--- src/rtl/ptw_pkg.sv ---
package ptw_pkg;
  typedef enum logic [2:0] {
    S_IDLE,
    S_REQ,
    S_WAIT,
    S_ADV,
    S_FLUSH,
    S_DONE
  } walk_state_e;

  localparam int PG_SHIFT = 12;
  localparam int N_LVL    = 5;
  localparam int BIT_P    = 0;
  localparam int BIT_W    = 1;
  localparam int BIT_U    = 2;
  localparam int BIT_PS   = 7;
endpackage

--- src/rtl/ptw_rst_sync.sv ---
module ptw_rst_sync (
  input  logic clk,
  input  logic rst_n,
  output logic rst_sn
);
  logic [1:0] sync_q;

  always_ff @(posedge clk or negedge rst_n) begin
    if (!rst_n) sync_q <= 2'b00;
    else        sync_q <= {sync_q[0], 1'b1};
  end

  assign rst_sn = sync_q[1];
endmodule

--- src/rtl/ptw_va_compose.sv ---
// Builds the virtual address of the entry under the cursor from the index
// stack: only levels between the cursor and the top contribute.
module ptw_va_compose #(
  parameter int IDX_W = 9,
  parameter int N_LVL = 5,
  parameter int AW    = 12 + IDX_W * N_LVL + 1
) (
  input  logic [N_LVL-1:0][IDX_W-1:0] idx_i,
  input  logic [2:0]                  lvl_i,
  input  logic [2:0]                  top_i,
  output logic [AW-1:0]               va_o
);
  logic [N_LVL-1:0][AW-1:0] term;

  for (genvar g = 0; g < N_LVL; g++) begin : g_term
    assign term[g] = (3'(g) >= lvl_i && 3'(g) <= top_i)
                   ? (AW'(idx_i[g]) << (12 + IDX_W * g)) : '0;
  end

  always_comb begin
    va_o = '0;
    for (int l = 0; l < N_LVL; l++) va_o = va_o | term[l];
  end
endmodule

--- src/rtl/ptw_run_merge.sv ---
// Folds a stream of (boundary address, protection) events into range records.
module ptw_run_merge #(
  parameter int AW = 58
) (
  input  logic          clk,
  input  logic          rst_sn,
  input  logic          clr_i,
  input  logic          ev_valid_i,
  input  logic [AW-1:0] ev_addr_i,
  input  logic [2:0]    ev_prot_i,
  output logic          rec_valid_o,
  output logic [AW-1:0] rec_start_o,
  output logic [AW-1:0] rec_end_o,
  output logic [2:0]    rec_prot_o
);
  logic [2:0]    cur_q, cur_d;
  logic [AW-1:0] run_q, run_d;
  logic          chg, emit, run_en, out_en;

  always_comb begin
    chg    = ev_valid_i && (ev_prot_i != cur_q);
    emit   = chg && (cur_q != 3'b000);
    run_en = clr_i || chg;
    cur_d  = clr_i ? 3'b000 : ev_prot_i;
    run_d  = clr_i ? '0 : ev_addr_i;
    out_en = emit;
  end

  always_ff @(posedge clk or negedge rst_sn) begin
    if (!rst_sn) begin
      cur_q       <= 3'b000;
      run_q       <= '0;
      rec_valid_o <= 1'b0;
      rec_start_o <= '0;
      rec_end_o   <= '0;
      rec_prot_o  <= 3'b000;
    end else begin
      rec_valid_o <= emit && !clr_i;
      if (run_en) begin
        cur_q <= cur_d;
        run_q <= run_d;
      end
      if (out_en) begin
        rec_start_o <= run_q;
        rec_end_o   <= ev_addr_i;
        rec_prot_o  <= cur_q;
      end
    end
  end
endmodule

--- src/rtl/ptw_range_enum.sv ---
module ptw_range_enum #(
  parameter int IDX_W = 9,
  parameter int PA_W  = 52
) (
  input  logic                       clk,
  input  logic                       rst_n,
  input  logic                       start_i,
  input  logic                       five_lvl_i,
  input  logic [PA_W-1:0]            root_i,
  output logic                       mem_req_valid_o,
  input  logic                       mem_req_ready_i,
  output logic [PA_W-1:0]            mem_req_addr_o,
  input  logic                       mem_rsp_valid_i,
  input  logic [63:0]                mem_rsp_data_i,
  output logic                       rec_valid_o,
  output logic [12+IDX_W*5:0]        rec_start_o,
  output logic [12+IDX_W*5:0]        rec_end_o,
  output logic [2:0]                 rec_prot_o,
  output logic                       done_o
);
  import ptw_pkg::*;

  localparam int VA_W = PG_SHIFT + IDX_W * N_LVL;
  localparam int AW   = VA_W + 1;

  logic rst_sn;
  ptw_rst_sync u_rst (.clk(clk), .rst_n(rst_n), .rst_sn(rst_sn));

  walk_state_e                st_q, st_d;
  logic [2:0]                 lvl_q, lvl_d;
  logic                       five_q, five_d;
  logic [N_LVL-1:0][IDX_W-1:0] idx_q, idx_d;
  logic [N_LVL-1:0][PA_W-1:0]  base_q, base_d;
  logic [N_LVL-1:0][2:0]       acc_q, acc_d;

  logic [2:0]    top_lvl, e_prot;
  logic          e_pres, e_leaf, at_max, dat_en, clr;
  logic [51:0]   e_full;
  logic [PA_W-1:0] e_base, root_base;
  logic [AW-1:0] va_cur, va_end;
  logic          ev_valid;
  logic [AW-1:0] ev_addr;
  logic [2:0]    ev_prot;
  logic          unused_bits;

  assign unused_bits = ^{mem_rsp_data_i[63:52], mem_rsp_data_i[11:8],
                         mem_rsp_data_i[6:3], root_i[PG_SHIFT-1:0]};

  assign top_lvl   = five_q ? 3'd4 : 3'd3;
  assign e_pres    = mem_rsp_data_i[BIT_P];
  assign e_prot    = {mem_rsp_data_i[BIT_U], mem_rsp_data_i[BIT_W], mem_rsp_data_i[BIT_P]};
  assign e_full    = {mem_rsp_data_i[51:12], 12'h000};
  assign e_base    = e_full[PA_W-1:0];
  assign root_base = {root_i[PA_W-1:PG_SHIFT], 12'h000};
  assign e_leaf    = (lvl_q == 3'd0) ||
                     (((lvl_q == 3'd1) || (lvl_q == 3'd2)) && mem_rsp_data_i[BIT_PS]);
  assign at_max    = &idx_q[lvl_q];
  assign va_end    = AW'(1) << (five_q ? VA_W : VA_W - IDX_W);
  assign mem_req_addr_o = base_q[lvl_q] + PA_W'({idx_q[lvl_q], 3'b000});

  ptw_va_compose #(.IDX_W(IDX_W), .N_LVL(N_LVL), .AW(AW)) u_va (
    .idx_i (idx_q),
    .lvl_i (lvl_q),
    .top_i (top_lvl),
    .va_o  (va_cur)
  );

  always_comb begin
    st_d            = st_q;
    lvl_d           = lvl_q;
    five_d          = five_q;
    idx_d           = idx_q;
    base_d          = base_q;
    acc_d           = acc_q;
    mem_req_valid_o = 1'b0;
    ev_valid        = 1'b0;
    ev_addr         = va_cur;
    ev_prot         = 3'b000;
    clr             = 1'b0;
    done_o          = 1'b0;
    case (st_q)
      S_IDLE: begin
        if (start_i) begin
          clr    = 1'b1;
          five_d = five_lvl_i;
          lvl_d  = five_lvl_i ? 3'd4 : 3'd3;
          idx_d  = '0;
          base_d[five_lvl_i ? 3'd4 : 3'd3] = root_base;
          acc_d[five_lvl_i ? 3'd4 : 3'd3]  = 3'b111;
          st_d   = S_REQ;
        end
      end
      S_REQ: begin
        mem_req_valid_o = 1'b1;
        if (mem_req_ready_i) st_d = S_WAIT;
      end
      S_WAIT: begin
        if (mem_rsp_valid_i) begin
          if (!e_pres) begin
            ev_valid = 1'b1;
            st_d     = S_ADV;
          end else if (e_leaf) begin
            ev_valid = 1'b1;
            ev_prot  = acc_q[lvl_q] & e_prot;
            st_d     = S_ADV;
          end else begin
            lvl_d                 = lvl_q - 3'd1;
            base_d[lvl_q - 3'd1]  = e_base;
            idx_d[lvl_q - 3'd1]   = '0;
            acc_d[lvl_q - 3'd1]   = acc_q[lvl_q] & e_prot;
            st_d                  = S_REQ;
          end
        end
      end
      S_ADV: begin
        if (!at_max) begin
          idx_d[lvl_q] = idx_q[lvl_q] + 1'b1;
          st_d         = S_REQ;
        end else if (lvl_q == top_lvl) begin
          st_d = S_FLUSH;
        end else begin
          lvl_d = lvl_q + 3'd1;
        end
      end
      S_FLUSH: begin
        ev_valid = 1'b1;
        ev_addr  = va_end;
        st_d     = S_DONE;
      end
      S_DONE: begin
        done_o = 1'b1;
        st_d   = S_IDLE;
      end
      default: st_d = S_IDLE;
    endcase
  end

  assign dat_en = (st_q != S_IDLE) || start_i;

  always_ff @(posedge clk or negedge rst_sn) begin
    if (!rst_sn) begin
      st_q   <= S_IDLE;
      lvl_q  <= 3'd0;
      five_q <= 1'b0;
      idx_q  <= '0;
      base_q <= '0;
      acc_q  <= '0;
    end else begin
      st_q <= st_d;
      if (dat_en) begin
        lvl_q  <= lvl_d;
        five_q <= five_d;
        idx_q  <= idx_d;
        base_q <= base_d;
        acc_q  <= acc_d;
      end
    end
  end

  ptw_run_merge #(.AW(AW)) u_merge (
    .clk         (clk),
    .rst_sn      (rst_sn),
    .clr_i       (clr),
    .ev_valid_i  (ev_valid),
    .ev_addr_i   (ev_addr),
    .ev_prot_i   (ev_prot),
    .rec_valid_o (rec_valid_o),
    .rec_start_o (rec_start_o),
    .rec_end_o   (rec_end_o),
    .rec_prot_o  (rec_prot_o)
  );
endmodule

--- config.mk ---
export PLATFORM = sky130hd
export DESIGN_NAME = ptw_range_enum
export DESIGN_NICKNAME = d
export VERILOG_FILES = /design/src/rtl/ptw_pkg.sv /design/src/rtl/ptw_rst_sync.sv /design/src/rtl/ptw_va_compose.sv /design/src/rtl/ptw_run_merge.sv /design/src/rtl/ptw_range_enum.sv
export SDC_FILE = /design/constraint.sdc
export NUM_CORES = 1
export LEC_CHECK = 0
export BUFFER_PORTS_ARGS = -buffer_cell sky130_fd_sc_hd__buf_2
export CAP_MARGIN = 20
export CORE_MARGIN = 4
export CORE_UTILIZATION = 30
export CTS_BUF_LIST = sky130_fd_sc_hd__clkbuf_4
export DETAILED_ROUTE_END_ITERATION = 12
export PLACE_DENSITY_LB_ADDON = 0.05
export SETUP_SLACK_MARGIN = 0.05
export SLEW_MARGIN = 25
export SYNTH_ARGS = -nofsm -noshare
export SYNTH_HDL_FRONTEND = slang
export SYNTH_HIERARCHICAL = 1
export SYNTH_SLANG_ARGS = --single-unit
--- constraint.sdc ---
create_clock -name clk -period 23 [get_ports clk]
set_input_delay 5.75 -clock clk [delete_from_list [all_inputs] [get_ports clk]]
set_output_delay 5.75 -clock clk [all_outputs]
set_load 0.05 [all_outputs]
==> results_dict.tcl, run 1 <==
set metrics [dict create \
    wl_met3_mm 4.16 \
    arrival_ps 4370 \
    top_layer "met5" \
    vias 19177 \
    tightest_slew_ps 1090 \
    core-area_um2 79400 \
    syn_area_um2 24200 \
    avgSynthCellArea_um2 10.8 \
    ys_seq_elements 450 \
    yosys_warnings 6 \
    p_comb_share_pct 38.5 \
    ir_worst_vdd_mv 0.0667 \
    clk_pin_slew_ps 60 \
    antenna_found_initial 7 \
    syn_to_final_growth_pct 16.5 \
    fmax_mhz 98.8 \
    cts.sinks 450 \
    crit_fanout 50 \
    p_sw_mw 1.28 \
    grt_pass1_wl_mm 129 \
    synth-edff-count 0 \
    drive_gt1_share_pct 28.1 \
    synth-async-reset-ratio_pct 100 \
    swShare_pct 41.5 \
    wire_per_inst_um 23.1 \
    relSlewSlack_pct 27.4 \
    crit_slowest_cell "or2_1" \
    io_pins 296 \
    rows 103 \
    period_minus_slack_ps 10120 \
    antenna_left 0 \
    via_per_inst 5.24 \
    die_h_um 292 \
    synthCells 2244 \
    routabilityCongestion 0.793 \
    fin_ws_ps 12880 \
    synth_top_area_share_pct 46.6 \
    drtIter0Drc 1014 \
    clock_skew_ps 63.8 \
    port_buffers 260 \
    grt_max_degree 87 \
    status "completed" \
    yosysSeqAreaShare_pct 46.6 \
    critical_path_class "reg2out" \
    grtUsageTotal_pct 19.6 \
    post_cts_resized 0 \
    end_kind "output port" \
    start_kind "flip-flop" \
    synthTopCellsByArea "dfrtp_1 (47%), mux2_2 (6.4%), mux2_1 (5.2%), a22oi_1 (4.5%), mux2i_1 (3.2%)" \
    cts_max_level 4 \
    worstPathCellList "buf_4 > or2_1 > buf_4 > o22ai_1 > a21oi_1 > xnor2_1 > buf_2" \
    required_ps 17250 \
    wl_mm 84.6 \
    hold_buffers 0 \
    design.die.area_um2 85200 \
    ys.flop_type "dfrtp_1" \
    cp_slowest_stage_delay_ps 730 \
    chipWidth_um 292 \
    cts_buffer_depth 3 \
    overflow 0 \
    worstHoldPathType "reg2reg" \
    drt_pass1_iterations 7 \
    nFillCells 8180 \
    grt_pass1_vias 20132 \
    post-route-util_pct 35.5 \
    final_nets 2655 \
    setup_tns_ps 0 \
    cts_inserted_buffers 143 \
    intPower_mw 1.80 \
    hold_viol_final 0 \
    wl_met2_mm 42.6 \
    power.density_nw_per_um2 110 \
    drv_cap 0 \
    hold_ws_ps 336 \
    rsz0062_at_grt "false" \
    setup_viol 0 \
    p_seq_share_pct 34.8 \
    fin_crit_sh_pct 44.0 \
    cts_setup_buffers 0 \
    synthDistinctLibCells 84 \
    pre_cts_slack_ps 13330 \
    path_common_cell "buf_4" \
    fin_cells 3662 \
    synth_top_area_cell "dfrtp_1" \
    dp_hpwl_mm 53.4 \
    p_clk_share_pct 26.7 \
    cts_tree "built" \
    initial_core_util_pct 30.4 \
    clk_latency_ps 970 \
    wl_met1_mm 35.8 \
    drc 0 \
    dp.cells 3420 \
    p_leak_nw 13.8 \
    root_buffer "clkbuf_4" \
    maxSlewViolCount 0 \
]
[worst paths after layout]
check                           slack [ps]                 startpoint                           endpoint  depth (start not counted)
worst max-delay path                 12880       lvl_q[2]$_DFFE_PN0P_                 mem_req_addr_o[24]                          7
worst min-delay path                   340  u_rst/sync_q[0]$_DFF_PN0_          u_rst/sync_q[1]$_DFF_PN0_                          0
worst max register to register       16780       lvl_q[2]$_DFFE_PN0P_  u_merge/rec_end_o[29]$_DFFE_PN0P_                         13
worst min register to register         340  u_rst/sync_q[0]$_DFF_PN0_          u_rst/sync_q[1]$_DFF_PN0_                          0
max in group asynchronous            18310                      rst_n          u_rst/sync_q[0]$_DFF_PN0_                          1
min in group asynchronous              370  u_rst/sync_q[1]$_DFF_PN0_      u_merge/run_q[51]$_DFFE_PN0P_                          0
[routing by layer]
layer | GRT usage [%] | up-vias
li1 | - | 8844
met2 | 33.9 | 508
met1 | 24.5 | 9673
met5 | 0 | -
met4 | 6.13 | 2
met3 | 4.17 | 150
[worst max-delay path, delay by kind of cell (launching register included)]
| family | cells | cell delay [ps] |
|---|---|---|
| xor gates and xnor gates | 1 | 190 |
| buffers and inverters | 3 | 1260 |
| AOI/OAI and AO/OA | 2 | 570 |
| DFF | 1 | 660 |
| and+or+nand+nor | 1 | 730 |
[synthesized netlist by cell type (all sizes together) (3+ instances only)]
| cell type | n |
|---|---|
| dfrtp | 450 |
| mux2 | 249 |
| o21ai | 191 |
| a22oi | 145 |
| nand2 | 126 |
| clkbuf | 113 |
| buf | 83 |
| and2 | 81 |
| mux2i | 78 |
| nor2 | 76 |
| nand3 | 70 |
| nor2b | 70 |
| nand4 | 68 |
| and3b | 56 |
| xnor2 | 42 |
| a22o | 33 |
| a21oi | 32 |
| o2bb2ai | 27 |
| and3 | 26 |
| nor3 | 25 |
| o22ai | 24 |
| xor2 | 18 |
| ha | 16 |
| inv | 16 |
| nor3b | 12 |
| nor4 | 12 |
| nor4b | 10 |
| mux4 | 9 |
| o22a | 9 |
| or2 | 9 |
| nand2b | 8 |
| a21o | 6 |
| o211ai | 5 |
| or3 | 5 |
| a221oi | 4 |
| a211oi | 3 |
| a31oi | 3 |
| conb | 3 |
| nand4b | 3 |
| o21a | 3 |
[kinds of logic (layout without fill, tap and decap cells)]
| logic type | count (synthesis) | in the layout | synth area share (%) |
|---|---|---|---|
| AND/OR/NAND/NOR | 662 | 662 | 16.1 |
| AO/OA/AOI/OAI | 503 | 503 | 13.9 |
| flip-flops | 450 | 450 | 46.6 |
| multiplexers | 336 | 336 | 15.7 |
| buffers and inverters | 213 | 551 | 4.60 |
| XOR/XNOR | 60 | 60 | 2.17 |
| adder cells (fa/ha/maj) | 17 | 17 | 0.911 |
| other | 3 | 33 | 0.0466 |
[state kept, by name (all words and copies together) (netlist names)]
signal,count
u_rst/sync_q,2
five_q,1
u_merge/rec_end_o,58
u_merge/rec_valid_o,1
idx_q,45
u_merge/run_q,58
acc_q,15
u_merge/cur_q,3
st_q,3
base_q,200
lvl_q,3
u_merge/rec_prot_o,3
u_merge/rec_start_o,58
[metrics by stage]
| stage | cell area (um2) | power, mW |
|---|---|---|
| floorplan | 24300 | 1.96 |
| global placement | 26300 | 2.27 |
| detailed placement | 26300 | 2.29 |
| CTS | 28100 | 3.14 |
| global route | 28200 | 3.30 |
| finish | 28200 | 3.09 |
[final cells by class]
type	count	area, um2	area share [%]
tap	1050	1310	4.66
multi-input combinational	1605	12100	42.9
antenna	6	15.0	0.0533
timing repair buffer	299	1630	5.77
sequential	450	11300	40.0
inverter	17	63.8	0.227
clock inverter	27	236	0.840
clock buffer	208	1560	5.54
[cells in the final DEF, fill, tap and decap left out, types with 33 or more instances in the layout]
cell,count
a22o_1,33
a22oi_1,145
and2_1,80
and3b_1,56
buf_2,260
buf_4,35
clkbuf_4,208
dfrtp_1,446
mux2_1,112
mux2_2,137
mux2i_1,78
nand2_1,124
nand3_1,68
nand4_1,65
nor2_1,74
nor2b_1,67
o21ai_0,150
o21ai_1,38
xnor2_1,39
[power by group through the flow]
| stage | combinational [mW] | clock (mW) | sequential (mW) |
|---|---|---|---|
| after floorplan | 0.914 | 0 | 1.05 |
| after global placement | 1.19 | 0 | 1.08 |
| after detailed placement | 1.20 | 0 | 1.09 |
| after CTS | 1.20 | 0.866 | 1.07 |
| after global routing | 1.29 | 0.911 | 1.10 |
| final | 1.19 | 0.825 | 1.07 |
Note: power is estimated with default switching activity, not from simulation.
==> inputs of run 2 (changes only) <==
ABC_AREA = 1   (was unset)
clock period = 9.9 ns   (was 23 ns; I/O delays follow)
==> run 2 against run 1 <==
Effect of this change: worst setup slack worse by 10000 ps; critical path depth rose by 2; total power rose to 2.8 times the previous value; largest cell class unchanged.
==> results_dict.tcl, run 2 <==
set metrics [dict create \
    status "completed" \
    clk_pin_slew_ps 60 \
    critical_path_class "reg2out" \
    clock_skew_ps 45.7 \
    ir_worst_vdd_mv 0.186 \
    wl_mm 96.5 \
    overflow 0 \
    end_kind "output port" \
    synth_top_area_share_pct 44.5 \
    synth_top_area_cell "dfrtp_1" \
    multiInputGateArea_um2 11800 \
    drtIter0Drc 1493 \
    wire_per_inst_um 19.5 \
    yosysSeqAreaShare_pct 44.5 \
    synthSimpleGateAreaFrac_pct 34.2 \
    ys.flop_type "dfrtp_1" \
    drc 0 \
    fin_ws_ps 2750 \
    routabilityCongestion 0.869 \
    drv_cap 0 \
    synthCells 3486 \
    synthTopCellsByCount "nand2_1 (1209), dfrtp_1 (450), nor2_1 (319), inv_1 (297), nand4_1 (208)" \
    final_nets 3861 \
    maxSlewViolCount 0 \
    avgSynthCellArea_um2 7.26 \
    cp.buffers_inverters 4 \
    final_cell_mix "nand2_1 (1203), dfrtp_1 (447), nor2_1 (318)" \
    required_ps 7430 \
    synth-edff-count 0 \
    cp_slowest_stage_delay_ps 690 \
    setup_viol 0 \
    grt_pass1_vias 24138 \
    synthTopCellsByArea "dfrtp_1 (44%), nand2_1 (18%), nand4_1 (5.1%), nor2_1 (4.7%), inv_1 (4.4%)" \
    grt_max_degree 151 \
    start_kind "flip-flop" \
    antenna_found_initial 7 \
    drive_gt1_share_pct 16.6 \
    post-route-util_pct 34.7 \
    root_buffer "clkbuf_4" \
    power.density_nw_per_um2 298 \
    layout_commonest_cell "nand2_1" \
    grtUsageTotal_pct 21.5 \
    regMostFlops "base_q" \
    largest_reg_flops 200 \
    io_pins 296 \
    pre_cts_slack_ps 3520 \
    cts_setup_buffers 0 \
    crit_family "buffers and inverters" \
    fin_crit_sh_pct 72.3 \
    port_buffers 260 \
    yosys.area_share.xor_xnor_pct 1.34 \
    synth_most_common_cell "nand2_1" \
    arrival_ps 4680 \
    syn_area_um2 25300 \
    antenna_left 0 \
    tightest_slew_ps 1060 \
    core-area_um2 83700 \
    rsz0062_at_grt "false" \
    post_cts_resized 0 \
    synth-async-reset-ratio_pct 100 \
    grt_pass1_wl_mm 149 \
    cts_max_level 4 \
    cts_tree "built" \
    final_cell_area_um2 29000 \
    syn_to_final_growth_pct 14.6 \
    p_leak_nw 14.8 \
    dp_hpwl_mm 63.0 \
    worstHoldPathType "reg2reg" \
    design.die.area_um2 89100 \
    synth_top_family_by_area "simple AND/OR/NAND/NOR gates" \
    fmax_mhz 140 \
    synth_compound_area_share_pct 9.37 \
    crit_slowest_cell "inv_4" \
    cts_inserted_buffers 143 \
    crit_fanout 48 \
    drt_pass1_iterations 6 \
    via_per_inst 4.92 \
    hold_buffers 0 \
    period_minus_slack_ps 7150 \
    synthDistinctLibCells 54 \
    synthMuxAreaShare_pct 0 \
    hold_viol_final 0 \
    vias 24358 \
    seqCellArea_um2 11300 \
    nFillCells 9249 \
    rows 106 \
    initial_core_util_pct 30.3 \
    relSlewSlack_pct 29.0 \
    chipWidth_um 299 \
    worstPathCellList "inv_4 > nand2_2 > nor2_4 > buf_4 > inv_1 > o211ai_1 > ha_1 > xor2_1 > buf_2" \
    synth_fa_ha_area_share_pct 0.870 \
    placed_cell_area_um2 27200 \
    total_power_mw 8.63 \
    setup_tns_ps 0 \
    cts.sinks 450 \
    die_h_um 299 \
    yosys_warnings 6 \
    ys_seq_elements 450 \
    clk_latency_ps 1000 \
    cts_buffer_depth 3 \
]
==> run 2: power by group <==
group          leakage (nW)  internal (mW)  switching [mW]
registers              5.96           2.27           0.271
clock network          1.04           1.02           0.867
logic                  7.76          0.935            3.27
==> run 2: metrics by stage <==
stage / std cells / hold slack, ps
2_1_floorplan: 3510 / 331
3_3_place_gp: 4710 / 340
3_5_place_dp: 4710 / 343
4_1_cts: 4944 / 354
5_1_grt: 4952 / 358
6_report: 4952 / 351
==> run 2: worst register-to-register path, delay by kind of cell, from the launching register on <==
| kind | cells | cell delay, ps |
|---|---|---|
| buffers and inverters | 7 | 2600 |
| AND/OR/NAND/NOR | 11 | 1820 |
| AO/OA/AOI/OAI | 3 | 940 |
| adder cells (fa/ha/maj) | 2 | 560 |
| flip-flops | 1 | 360 |
==> run 2: layout make-up <==
cell class,instances,area share [%]
Antenna cell,7,0.0604
Clock buffer,199,5.15
Clock inverter,35,0.867
Inverter,319,4.15
Multi-Input combinational cell,2512,40.5
Sequential cell,450,38.8
Tap cell,1134,4.89
Timing Repair Buffer,296,5.52
==> run 2: kinds of logic (layout without fill, tap and decap cells) <==
logic type / after synthesis / in the layout
XOR/XNOR: 37 / 37
buffers and inverters: 548 / 849
other: 3 / 34
AND/OR/NAND/NOR: 2012 / 2012
AO/OA/AOI/OAI: 419 / 419
adder cells (fa/ha/maj): 17 / 17
flip-flops: 450 / 450
==> run 2: per-layer routing <==
metal,track usage [%],up-vias,part of all wire [%]
li1,-,11748,-
met1,28.7,11708,45
met2,34.2,715,46
met3,4.84,181,6.1
met4,8.02,6,2.9
met5,0,-,0.038
==> run 2: worst paths after layout <==
path | startpoint | end | slack (ps) | cells past startpoint
min | u_rst/sync_q[0]$_DFF_PN0_ | u_rst/sync_q[1]$_DFF_PN0_ | 350 | 0
min reg2reg | u_rst/sync_q[0]$_DFF_PN0_ | u_rst/sync_q[1]$_DFF_PN0_ | 350 | 0
max in group asynchronous | u_rst/sync_q[1]$_DFF_PN0_ | base_q[190]$_DFFE_PN0P_ | 7300 | 2
max | lvl_q[2]$_DFFE_PN0P_ | mem_req_addr_o[11] | 2750 | 9
min in group asynchronous | u_rst/sync_q[1]$_DFF_PN0_ | u_merge/rec_end_o[25]$_DFFE_PN0P_ | 430 | 0
max reg2reg | lvl_q[0]$_DFFE_PN0P_ | idx_q[1]$_DFFE_PN0P_ | 3520 | 23
==> inputs of run 3 (changes only) <==
clock period = 6.8 ns   (was 9.9 ns; I/O delays follow)
==> run 3 against run 2 <==
Effect of this change: sequential power up 47%; clock power up 44%; total power up 46%; design area up 0.46%; worst setup slack worse by 2100 ps; hold slack worse by 71 ps; critical path depth down 1; non-clock buffer count up 12; via count down 0.28%; clock skew up 36 ps; cell count up 0.30%; highest routed layer is now met4.
==> results_dict.tcl, run 3 (synthesized netlist as in run 2, its figures left out) <==
set metrics [dict create \
    worstHoldPathType "reg2async" \
    fin_crit_sh_pct 91.1 \
    routabilityCongestion 0.858 \
    final_nets 3869 \
    design.die.area_um2 89100 \
    multiInputGateArea_um2 11800 \
    root_buffer "clkbuf_4" \
    r2r_slack_ps 1660 \
    wl_mm 96.1 \
    io_pins 296 \
    drive_gt1_share_pct 16.9 \
    swShare_pct 51.1 \
    relSlewSlack_pct 33.0 \
    tightest_slew_ps 1000 \
    grt.met1_usage_pct 28.9 \
    intPower_mw 6.16 \
    clk_pin_slew_ps 60 \
    via_per_inst 4.89 \
    met2_usage_pct 34.3 \
    power.density_nw_per_um2 433 \
    dp.cells 4723 \
    fmax_mhz 161 \
    p_clk_share_pct 21.7 \
    drtIter0Drc 1522 \
    core-area_um2 83700 \
    crit_family "buffers and inverters" \
    final_cell_area_um2 29100 \
    initial_core_util_pct 30.3 \
    rows 106 \
    antenna_found_initial 7 \
    drt_pass1_iterations 6 \
    dp_hpwl_mm 65.0 \
    overflow 0 \
    setup_tns_ps 0 \
    cp.buffers_inverters 3 \
    grt-busiest-layer "met2" \
    reg2reg_depth 21 \
    crit_fanout 41 \
    p_seq_share_pct 29.6 \
    critical_path_class "reg2out" \
    start_kind "flip-flop" \
    hold_viol_final 0 \
    cts_inserted_buffers 139 \
    arrival_ps 4500 \
    drc 0 \
    ir_worst_vdd_mv 0.274 \
    maxSlewViolCount 0 \
    chipWidth_um 299 \
    cts_max_level 4 \
    status "completed" \
    setup_viol 0 \
    crit_slowest_cell "dfrtp_2" \
    syn_to_final_growth_pct 15.1 \
    cp.depth 8 \
    largest_reg_flops 200 \
    end_kind "output port" \
    vias 24289 \
    grtUsageTotal_pct 21.4 \
    drv_cap 0 \
    clk_latency_ps 1010 \
    p_leak_nw 14.8 \
    hold_ws_ps 280 \
    fin_ws_ps 603 \
    hold_buffers 0 \
    regMostFlops "base_q" \
    cts_tree "built" \
    rsz0062_at_grt "false" \
    use_met3_pct 4.32 \
    clock_skew_ps 81.6 \
    post_cts_resized 0 \
    nFillCells 9203 \
    cts_setup_buffers 0 \
    port_buffers 260 \
    fin_cells 4967 \
    antenna_left 0 \
    grt_pass1_wl_mm 148 \
    die_h_um 299 \
    cts_buffer_depth 3 \
    period_minus_slack_ps 6200 \
    wire_per_inst_um 19.3 \
    worstPathCellList "inv_4 > nand2_2 > nor2_4 > inv_1 > o211ai_1 > ha_1 > xor2_1 > buf_2" \
    cts.sinks 450 \
    cp_slowest_stage_delay_ps 570 \
    seqCellArea_um2 11300 \
    grt_pass1_vias 24058 \
    pre_cts_slack_ps 1590 \
    p_sw_mw 6.45 \
    p_comb_share_pct 48.7 \
    final_cell_mix "nand2_1 (1203), dfrtp_1 (447), nor2_1 (318)" \
    layout_commonest_cell "nand2_1" \
    required_ps 5100 \
    placed_cell_area_um2 27400 \
    grt_max_degree 183 \
]
==> run 3: path summary, 6_finish.rpt <==
check                                                      to                 startpoint
worst max-delay path                       mem_req_addr_o[11]       lvl_q[1]$_DFFE_PN0P_
worst min-delay path            u_merge/run_q[37]$_DFFE_PN0P_  u_rst/sync_q[1]$_DFF_PN0_
worst max register to register           idx_q[2]$_DFFE_PN0P_       lvl_q[1]$_DFFE_PN0P_
worst min register to register  u_merge/run_q[37]$_DFFE_PN0P_  u_rst/sync_q[1]$_DFF_PN0_
max in group asynchronous             base_q[186]$_DFFE_PN0P_  u_rst/sync_q[1]$_DFF_PN0_
min in group clk                    u_rst/sync_q[1]$_DFF_PN0_  u_rst/sync_q[0]$_DFF_PN0_
==> run 3: cell type report <==
cell class / count / area share [%]
multi-input combinational: 2512 / 40.3
sequential: 450 / 38.7
timing repair buffer: 308 / 5.96
clock buffer: 201 / 5.18
tap: 1134 / 4.87
inverter: 319 / 4.13
clock inverter: 38 / 0.812
antenna: 5 / 0.0429
==> run 3: power groups by stage <==
stage | clock network (mW) | logic, mW | registers (mW)
finish | 2.73 | 6.14 | 3.73
global route | 3.01 | 6.72 | 3.80
CTS | 2.87 | 6.19 | 3.73
detailed placement | 0 | 6.17 | 3.78
global placement | 0 | 6.12 | 3.76
floorplan | 0 | 4.24 | 3.81
==> run 3: metrics by stage <==
step	power (mW)	util (%)
2_1_floorplan	8.04	-
3_5_place_dp	9.95	32.7
4_1_cts	12.8	34.8
6_report	12.6	34.8
3_3_place_gp	9.88	32.7
5_1_grt	13.5	34.8
==> run 3: routing by layer <==
| metal | wire (um) | vias to the layer above |
|---|---|---|
| li1 | - | 11776 |
| met1 | 44000 | 11626 |
| met2 | 44100 | 704 |
| met3 | 5280 | 183 |
| met4 | 2680 | 0 |
| met5 | 0 | - |
